<file path="src/rtl/pgb_pkg.sv">
package pgb_pkg;

    localparam int unsigned PGB_ADDR_W    = 8;
    localparam int unsigned PGB_OFS_W     = 4;
    localparam int unsigned PGB_DATA_W    = 8;
    localparam int unsigned PGB_WR_CYCLES = 1_000_000;

    typedef enum logic {
        PH_IDLE = 1'b0,
        PH_PROG = 1'b1
    } prog_phase_e;

    function automatic int unsigned pgb_max(input int unsigned a, input int unsigned b);
        return (a > b) ? a : b;
    endfunction

endpackage

</file>
<file path="src/rtl/pgb_latch.sv">
module pgb_latch
    import pgb_pkg::*;
#(
    parameter int unsigned ADDR_W = PGB_ADDR_W,
    parameter int unsigned OFS_W  = PGB_OFS_W,
    parameter int unsigned DATA_W = PGB_DATA_W,
    localparam int unsigned SLOTS = 1 << OFS_W,
    localparam int unsigned ROW_W = ADDR_W - OFS_W
) (
    input  logic              clk,
    input  logic              rst,
    input  logic              busy,
    input  logic              done,
    input  logic              addr_load,
    input  logic [ADDR_W-1:0] addr_in,
    input  logic              byte_stb,
    input  logic [DATA_W-1:0] byte_data,
    input  logic              commit_req,
    input  logic              abort,
    input  logic [OFS_W-1:0]  sel_idx,
    output logic              go,
    output logic              pend,
    output logic [ROW_W-1:0]  row_o,
    output logic              sel_valid,
    output logic [DATA_W-1:0] sel_data
);

    logic [ROW_W-1:0]              row_q;
    logic [OFS_W-1:0]              ptr_q;
    logic [SLOTS-1:0]              mask;
    logic [SLOTS*DATA_W-1:0]       data_bus;

    logic take_abort, take_load, accept_byte, clear_all;

    // strict priority among idle strobes: abort, commit, load, byte
    assign take_abort  = !busy && abort;
    assign go          = !busy && !abort && commit_req && (mask != '0);
    assign take_load   = !busy && !abort && !commit_req && addr_load;
    assign accept_byte = !busy && !abort && !commit_req && !addr_load && byte_stb;
    assign clear_all   = take_abort || take_load || done;

    always_ff @(posedge clk) begin
        if (rst) begin
            row_q <= '0;
            ptr_q <= '0;
        end else if (take_load) begin
            row_q <= addr_in[ADDR_W-1:OFS_W];
            ptr_q <= addr_in[OFS_W-1:0];
        end else if (accept_byte) begin
            ptr_q <= ptr_q + 1'b1;
        end
    end

    for (genvar i = 0; i < SLOTS; i++) begin : g_slot
        logic              v_q;
        logic [DATA_W-1:0] d_q;
        logic              hit;

        assign hit = accept_byte && (ptr_q == OFS_W'(i));

        always_ff @(posedge clk) begin
            if (rst) begin
                v_q <= 1'b0;
                d_q <= '0;
            end else if (clear_all) begin
                v_q <= 1'b0;
            end else if (hit) begin
                v_q <= 1'b1;
                d_q <= byte_data;
            end
        end

        assign mask[i]                         = v_q;
        assign data_bus[i*DATA_W +: DATA_W]    = d_q;
    end

    assign pend      = (mask != '0);
    assign row_o     = row_q;
    assign sel_valid = mask[sel_idx];
    assign sel_data  = data_bus[sel_idx*DATA_W +: DATA_W];

    AST_FROZEN_WHILE_BUSY: assert property (@(posedge clk) disable iff (rst)
        (busy && !done) |=> ($stable(mask) && $stable(row_q) && $stable(ptr_q)));
    AST_ABORT_DROPS: assert property (@(posedge clk) disable iff (rst)
        (!busy && abort) |=> (mask == '0));
    AST_DONE_CLEARS: assert property (@(posedge clk) disable iff (rst)
        done |=> (mask == '0));
    AST_LOAD_SETS_ROW: assert property (@(posedge clk) disable iff (rst)
        take_load |=> ((mask == '0) && (row_q == $past(addr_in[ADDR_W-1:OFS_W]))));
    AST_OFS_WRAP_STEP: assert property (@(posedge clk) disable iff (rst)
        accept_byte |=> (ptr_q == OFS_W'($past(ptr_q) + 1'b1)));

endmodule

</file>
<file path="src/rtl/pgb_timer.sv">
module pgb_timer
    import pgb_pkg::*;
#(
    parameter int unsigned WR_CYCLES = PGB_WR_CYCLES,
    parameter int unsigned OFS_W     = PGB_OFS_W,
    localparam int unsigned SLOTS    = 1 << OFS_W,
    localparam int unsigned CNT_W    = pgb_max($clog2(WR_CYCLES + 1), OFS_W + 1)
) (
    input  logic             clk,
    input  logic             rst,
    input  logic             start,
    output logic             busy,
    output logic             done,
    output logic             copying,
    output logic [OFS_W-1:0] idx
);

    localparam logic [CNT_W-1:0] LAST   = CNT_W'(WR_CYCLES - 1);
    localparam logic [CNT_W-1:0] SLOT_N = CNT_W'(SLOTS);

    prog_phase_e      ph_q;
    logic [CNT_W-1:0] cnt_q;

    always_ff @(posedge clk) begin
        if (rst) begin
            ph_q  <= PH_IDLE;
            cnt_q <= '0;
        end else begin
            unique case (ph_q)
                PH_IDLE: begin
                    if (start) begin
                        ph_q  <= PH_PROG;
                        cnt_q <= '0;
                    end
                end
                PH_PROG: begin
                    if (cnt_q == LAST) begin
                        ph_q  <= PH_IDLE;
                        cnt_q <= '0;
                    end else begin
                        cnt_q <= cnt_q + 1'b1;
                    end
                end
                default: ph_q <= PH_IDLE;
            endcase
        end
    end

    assign busy    = (ph_q == PH_PROG);
    assign done    = busy && (cnt_q == LAST);
    assign copying = busy && (cnt_q < SLOT_N);
    assign idx     = cnt_q[OFS_W-1:0];

    AST_START_RAISES_BUSY: assert property (@(posedge clk) disable iff (rst)
        (start && !busy) |=> busy);
    AST_IDLE_NO_COPY: assert property (@(posedge clk) disable iff (rst)
        !busy |-> !copying);

endmodule

</file>
<file path="src/rtl/pgb_array.sv">
module pgb_array
    import pgb_pkg::*;
#(
    parameter int unsigned ADDR_W = PGB_ADDR_W,
    parameter int unsigned DATA_W = PGB_DATA_W,
    localparam int unsigned DEPTH = 1 << ADDR_W
) (
    input  logic              clk,
    input  logic              rst,
    input  logic              we,
    input  logic [ADDR_W-1:0] waddr,
    input  logic [DATA_W-1:0] wdata,
    input  logic [ADDR_W-1:0] raddr,
    output logic [DATA_W-1:0] rdata
);

    logic [DATA_W-1:0] mem_q [DEPTH];

    // erased state is all ones
    always_ff @(posedge clk) begin
        if (rst) begin
            for (int a = 0; a < DEPTH; a++) begin
                mem_q[a] <= '1;
            end
        end else if (we) begin
            mem_q[waddr] <= wdata;
        end
    end

    assign rdata = mem_q[raddr];

endmodule

</file>
<file path="src/rtl/pgb_commit.sv">
module pgb_commit
    import pgb_pkg::*;
#(
    parameter int unsigned ADDR_W    = PGB_ADDR_W,
    parameter int unsigned OFS_W     = PGB_OFS_W,
    parameter int unsigned DATA_W    = PGB_DATA_W,
    parameter int unsigned WR_CYCLES = PGB_WR_CYCLES
) (
    input  logic              clk,
    input  logic              rst,
    input  logic              addr_load,
    input  logic [ADDR_W-1:0] addr_in,
    input  logic              byte_stb,
    input  logic [DATA_W-1:0] byte_data,
    input  logic              commit_req,
    input  logic              abort,
    input  logic [ADDR_W-1:0] rd_addr,
    output logic [DATA_W-1:0] rd_data,
    output logic              busy,
    output logic              arr_we,
    output logic [ADDR_W-1:0] arr_addr,
    output logic [DATA_W-1:0] arr_wdata
);

    localparam int unsigned ROW_W = ADDR_W - OFS_W;

    logic              go, pend, done, copying, sel_valid;
    logic [OFS_W-1:0]  idx;
    logic [ROW_W-1:0]  row;
    logic [DATA_W-1:0] sel_data;

    pgb_latch #(.ADDR_W(ADDR_W), .OFS_W(OFS_W), .DATA_W(DATA_W)) u_latch (
        .clk        (clk),
        .rst        (rst),
        .busy       (busy),
        .done       (done),
        .addr_load  (addr_load),
        .addr_in    (addr_in),
        .byte_stb   (byte_stb),
        .byte_data  (byte_data),
        .commit_req (commit_req),
        .abort      (abort),
        .sel_idx    (idx),
        .go         (go),
        .pend       (pend),
        .row_o      (row),
        .sel_valid  (sel_valid),
        .sel_data   (sel_data)
    );

    pgb_timer #(.WR_CYCLES(WR_CYCLES), .OFS_W(OFS_W)) u_timer (
        .clk     (clk),
        .rst     (rst),
        .start   (go),
        .busy    (busy),
        .done    (done),
        .copying (copying),
        .idx     (idx)
    );

    assign arr_we    = copying && sel_valid;
    assign arr_addr  = {row, idx};
    assign arr_wdata = sel_data;

    pgb_array #(.ADDR_W(ADDR_W), .DATA_W(DATA_W)) u_array (
        .clk   (clk),
        .rst   (rst),
        .we    (arr_we),
        .waddr (arr_addr),
        .wdata (arr_wdata),
        .raddr (rd_addr),
        .rdata (rd_data)
    );

    AST_WE_ONLY_BUSY: assert property (@(posedge clk) disable iff (rst)
        arr_we |-> busy);
    AST_EMPTY_COMMIT_IDLE: assert property (@(posedge clk) disable iff (rst)
        (!busy && commit_req && !pend) |=> !busy);
    AST_ROW_STEADY_IN_COPY: assert property (@(posedge clk) disable iff (rst)
        (arr_we && $past(busy)) |-> $stable(arr_addr[ADDR_W-1:OFS_W]));

endmodule

</file>
<file path="config.mk">
export PLATFORM = sky130hd
export DESIGN_NAME = pgb_commit
export DESIGN_NICKNAME = d
export VERILOG_FILES = /design/src/rtl/pgb_pkg.sv /design/src/rtl/pgb_latch.sv /design/src/rtl/pgb_timer.sv /design/src/rtl/pgb_array.sv /design/src/rtl/pgb_commit.sv
export SDC_FILE = /design/constraint.sdc
export NUM_CORES = 2
export LEC_CHECK = 0
export ABC_AREA = 0
export BUFFER_PORTS_ARGS = -buffer_cell sky130_fd_sc_hd__buf_2
export CELL_PAD_IN_SITES_DETAIL_PLACEMENT = 2
export CELL_PAD_IN_SITES_GLOBAL_PLACEMENT = 2
export CORE_MARGIN = 5
export CORE_UTILIZATION = 49
export CTS_BUF_LIST = sky130_fd_sc_hd__clkbuf_2 sky130_fd_sc_hd__clkbuf_4 sky130_fd_sc_hd__clkbuf_8
export CTS_CLUSTER_DIAMETER = 150
export DETAILED_ROUTE_END_ITERATION = 8
export PLACE_DENSITY_LB_ADDON = 0.2
export SLEW_MARGIN = 10
export SYNTH_ARGS = -nofsm -noshare
export SYNTH_HDL_FRONTEND = slang
export SYNTH_SLANG_ARGS = --single-unit
</file>
<file path="constraint.sdc">
create_clock -name clk -period 8.4 [get_ports clk]
set_clock_uncertainty 0.1 [all_clocks]
set_input_delay 2.1 -clock clk [delete_from_list [all_inputs] [get_ports clk]]
set_output_delay 2.1 -clock clk [all_outputs]
set_load 0.05 [all_outputs]
</file>
==> summary.md <==
| Metric | Value |
|---|---|
| Routed WL per cell | `40.8 um` |
| WP buf/inv | `5` |
| Final hold vios | `0` |
| Cts bufs inserted | `393` |
| Die W | `459 um` |
| Fill cell count | `18,260` |
| Pleak | `roughly 29 nW` |
| Cell Rows | `165` |
| Post-synth ARST share | `0` |
| Vias | `72,171` |
| DRT Pass-1 Iters | `6` |
| Worst hold path class | `reg -> reg` |
| Slowest cell on crit path | `nor3_1` |
| Share of cells above drive strength 1 | `0.229` |
| Initial DRC count | `between 10,000 and 15,000` |
| Commonest non-fill, non-tap cells in the layout | `nand2_1, edfxtp_1, mux4_2` |
| Setup TNS | `-0.320 ns` |
| Area leader, netlist | `edfxtp_1` |
| Number of flops mapped to enable cells by yosys | `2,048` |
| Critical path startpoint category | `primary input` |
| Yosys reg bits | `roughly 2,200` |
| Total GRT Usage | `0.396` |
| Min Hold Slack | `0.358 ns` |
| FF+latch area | `65,000 um2` |
| Initial antenna violation count | `47` |
| Outcome | `complete, but fails checks` |
| Cells after Synth | `between 7,000 and 8,000` |
| CP dominant cell by count | `buf_12` |
| Synth area leaders | `edfxtp_1, mux4_2, nand2_1` |
| Commonest non-fill, non-tap cell in the layout | `nand2_1` |
| Total Nets Final | `approximately 7,500` |
| Vias in the first global route | `76,419` |
| DRC | `0` |
| P per Cell Area | `214 nW/um2` |
| Initial core utilization | `0.491` |
| Worst setup EP type | `primary output` |
| Peak Freq | `0.116 GHz` |
| First-pass GRT wire length | `593,000 um` |
| CTS clk-pin slew, worst paths | `roughly 0.06 ns` |
| Crit path kind | `in -> out` |
| Netlist Area Pre-Place | `99,000 um2` |
| Max-cap violations | `0` |
| P&R area growth vs syn | `11.9%` |
| Multi-input gate area | `30,600 um2` |
| Core Util, Final | `0.549` |
| Max incr delay on CP | `0.82 ns` |
| GRT overflow | `0` |
| Chip height | `around 460 um` |
| CP max FO | `25` |
| Wirelength, routed | `426,000 um` |
| Post-DP HPWL | `256,000 um` |
| Root buf cell | `clkbuf_8` |
| Clock latency on the worst-skew pair | `1.13 ns` |
| Largest net degree at the start of global routing | `121` |
| Setup bufs post-CTS | `0` |
| Yosys warning count | `0` |
| H-tree depth | `5` |
| Net count of the mapped netlist | `7,266` |
| Avg Synthesized Cell Area | `13.7 um2` |
| Most common flop cell mapped by yosys | `edfxtp_1` |
| Tmin final | `approximately 8.6 ns` |
| Gpl congestion | `0.881` |
| Final worst path period share | `1.02` |
| I/O Buffers | `between 50 and 60` |
| Core area | `between 200,000 and 250,000 um2` |
| Post-route worst setup slack | `-0.209 ns` |
| Post-detailed-route count of antenna-violating nets | `0` |
| Post-synth cell types | `75` |
| Cell Chain, Critical Path | `buf_8, buf_12, buf_12, buf_4, mux4_2, a22o_1, a221oi_1, o32ai_1, nor3_1, nor4_1, buf_2` |
| WP data required | `6.20 ns` |
| CTS Buffer Depth | `4` |
| Worst IR Drop VDD | `0.000183 V` |
| Final setup viols | `3` |
| Die area | `211,000 um2` |
| Failing checks | `negative setup slack` |
| Crit path DAT | `6.41 ns` |
| Area share of the largest cell type after synthesis | `0.621` |
| Dpl ws | `0.0371 ns` |
| Worst-Margin Slew | `1.42 ns` |
| Sequential fraction of the synthesis area | `0.656` |
| CTS tree | `done` |
| DR vias/cell | `6.91` |
| Critical path's top delay family | `buffers and inverters` |
| IO Pins | `56` |
| Normalized max-slew margin | `0.0461` |
| Max Slew Vio Count | `0` |
| Clock sinks | `2,221` |
[sequential cells by signal, summed over array words and instances, names as in the netlist]
| name | count |
|---|---|
| u_timer.busy | 1 |
| u_latch.ptr_q | 4 |
| u_latch.g_slot.v_q | 16 |
| u_array.mem_q | 2048 |
| u_timer.cnt_q | 20 |
| u_latch.g_slot.d_q | 128 |
| u_latch.row_o | 4 |
[logic make-up after synthesis]
family,after synthesis,share of synthesized area
and+or+nand+nor,2761,0.122
DFF,2221,0.656
AOI/OAI and AO/OA,821,0.0514
buffers and inverters,719,0.0371
muxes,696,0.132
adders and majority gates,8,0.00101
xor gates and xnor gates,2,0.000177
[final timing paths]
| check | depth (start not counted) | from | endpoint | slack [ns] |
|---|---|---|---|---|
| worst min register to register | 2 | u_latch.row_o[3] | u_latch.row_o[3] | 0.36 |
| worst min-delay path | 2 | u_latch.row_o[3] | u_latch.row_o[3] | 0.36 |
| worst max register to register | 7 | u_timer.cnt_q[0] | u_array.mem_q[229][4] | 2.69 |
| worst max-delay path | 11 | rd_addr[0] | rd_data[7] | -0.21 |
[routing by layer]
metal  track usage  vias to the layer above  part of all wire
met2         0.631                     5877              0.47
met1         0.475                    37487              0.34
li1              -                    27138                 -
met3         0.106                     1651              0.11
met5             0                        -           0.00028
met4         0.263                       18             0.076
[area by class of cell]
type / instances / area share
timing repair buffer: 501 / 0.0375
clock inverter: 148 / 0.00805
antenna: 64 / 0.00145
multi-input combinational: 4288 / 0.276
clock buffer: 532 / 0.0593
inverter: 17 / 0.000622
tap: 2672 / 0.0302
sequential: 2221 / 0.587
[cell usage after synthesis (all sizes together) (3+ instances only)]
master,instances
a21o,3
a211oi,24
nand2b,6
inv,15
a221oi,17
a21boi,9
a22oi,140
o211ai,6
o22a,6
o221ai,40
or3,89
or2,7
edfxtp,2048
nand2,2160
nor4,20
o22ai,22
ha,8
mux2,5
and3,8
nand4b,3
o311ai,4
o21a,9
a311oi,10
o32ai,7
nor3,46
nand4,11
o21ai,317
mux4,487
a21oi,163
nor2b,23
and3b,3
a31oi,9
clkbuf,306
buf,396
and2,24
dfxtp,173
o2bb2ai,6
nand3,48
nor2,294
mux2i,204
a22o,18
nand3b,9
[power breakdown]
group	internal, mW	switching (mW)	leakage [nW]
Combinational	0.356	0.984	9.32
Sequential	12.0	0.00648	15.2
Clock	5.34	4.99	3.95
[worst min-delay path, delay by kind of cell (launching register included)]
kind,cells,cell delay [ns]
flip-flops,1,0.31
AO/OA/AOI/OAI,1,0.05
AND/OR/NAND/NOR,1,0.05
[repair_timing]
item	CTS	global route
gates resized for setup	0	3
endpoints found under the setup margin	0	2
hold buffers	0	0
[through the flow]
stage               power (mW)  cell area, um2  std cells
floorplan                 12.9           99000       7228
global placement          13.5          103000       9695
detailed placement        13.5          103000       9696
CTS                       23.6          111000      10376
global route              24.2          111000      10397
finish                    23.7          111000      10443
(Power assumes the default switching activity.)
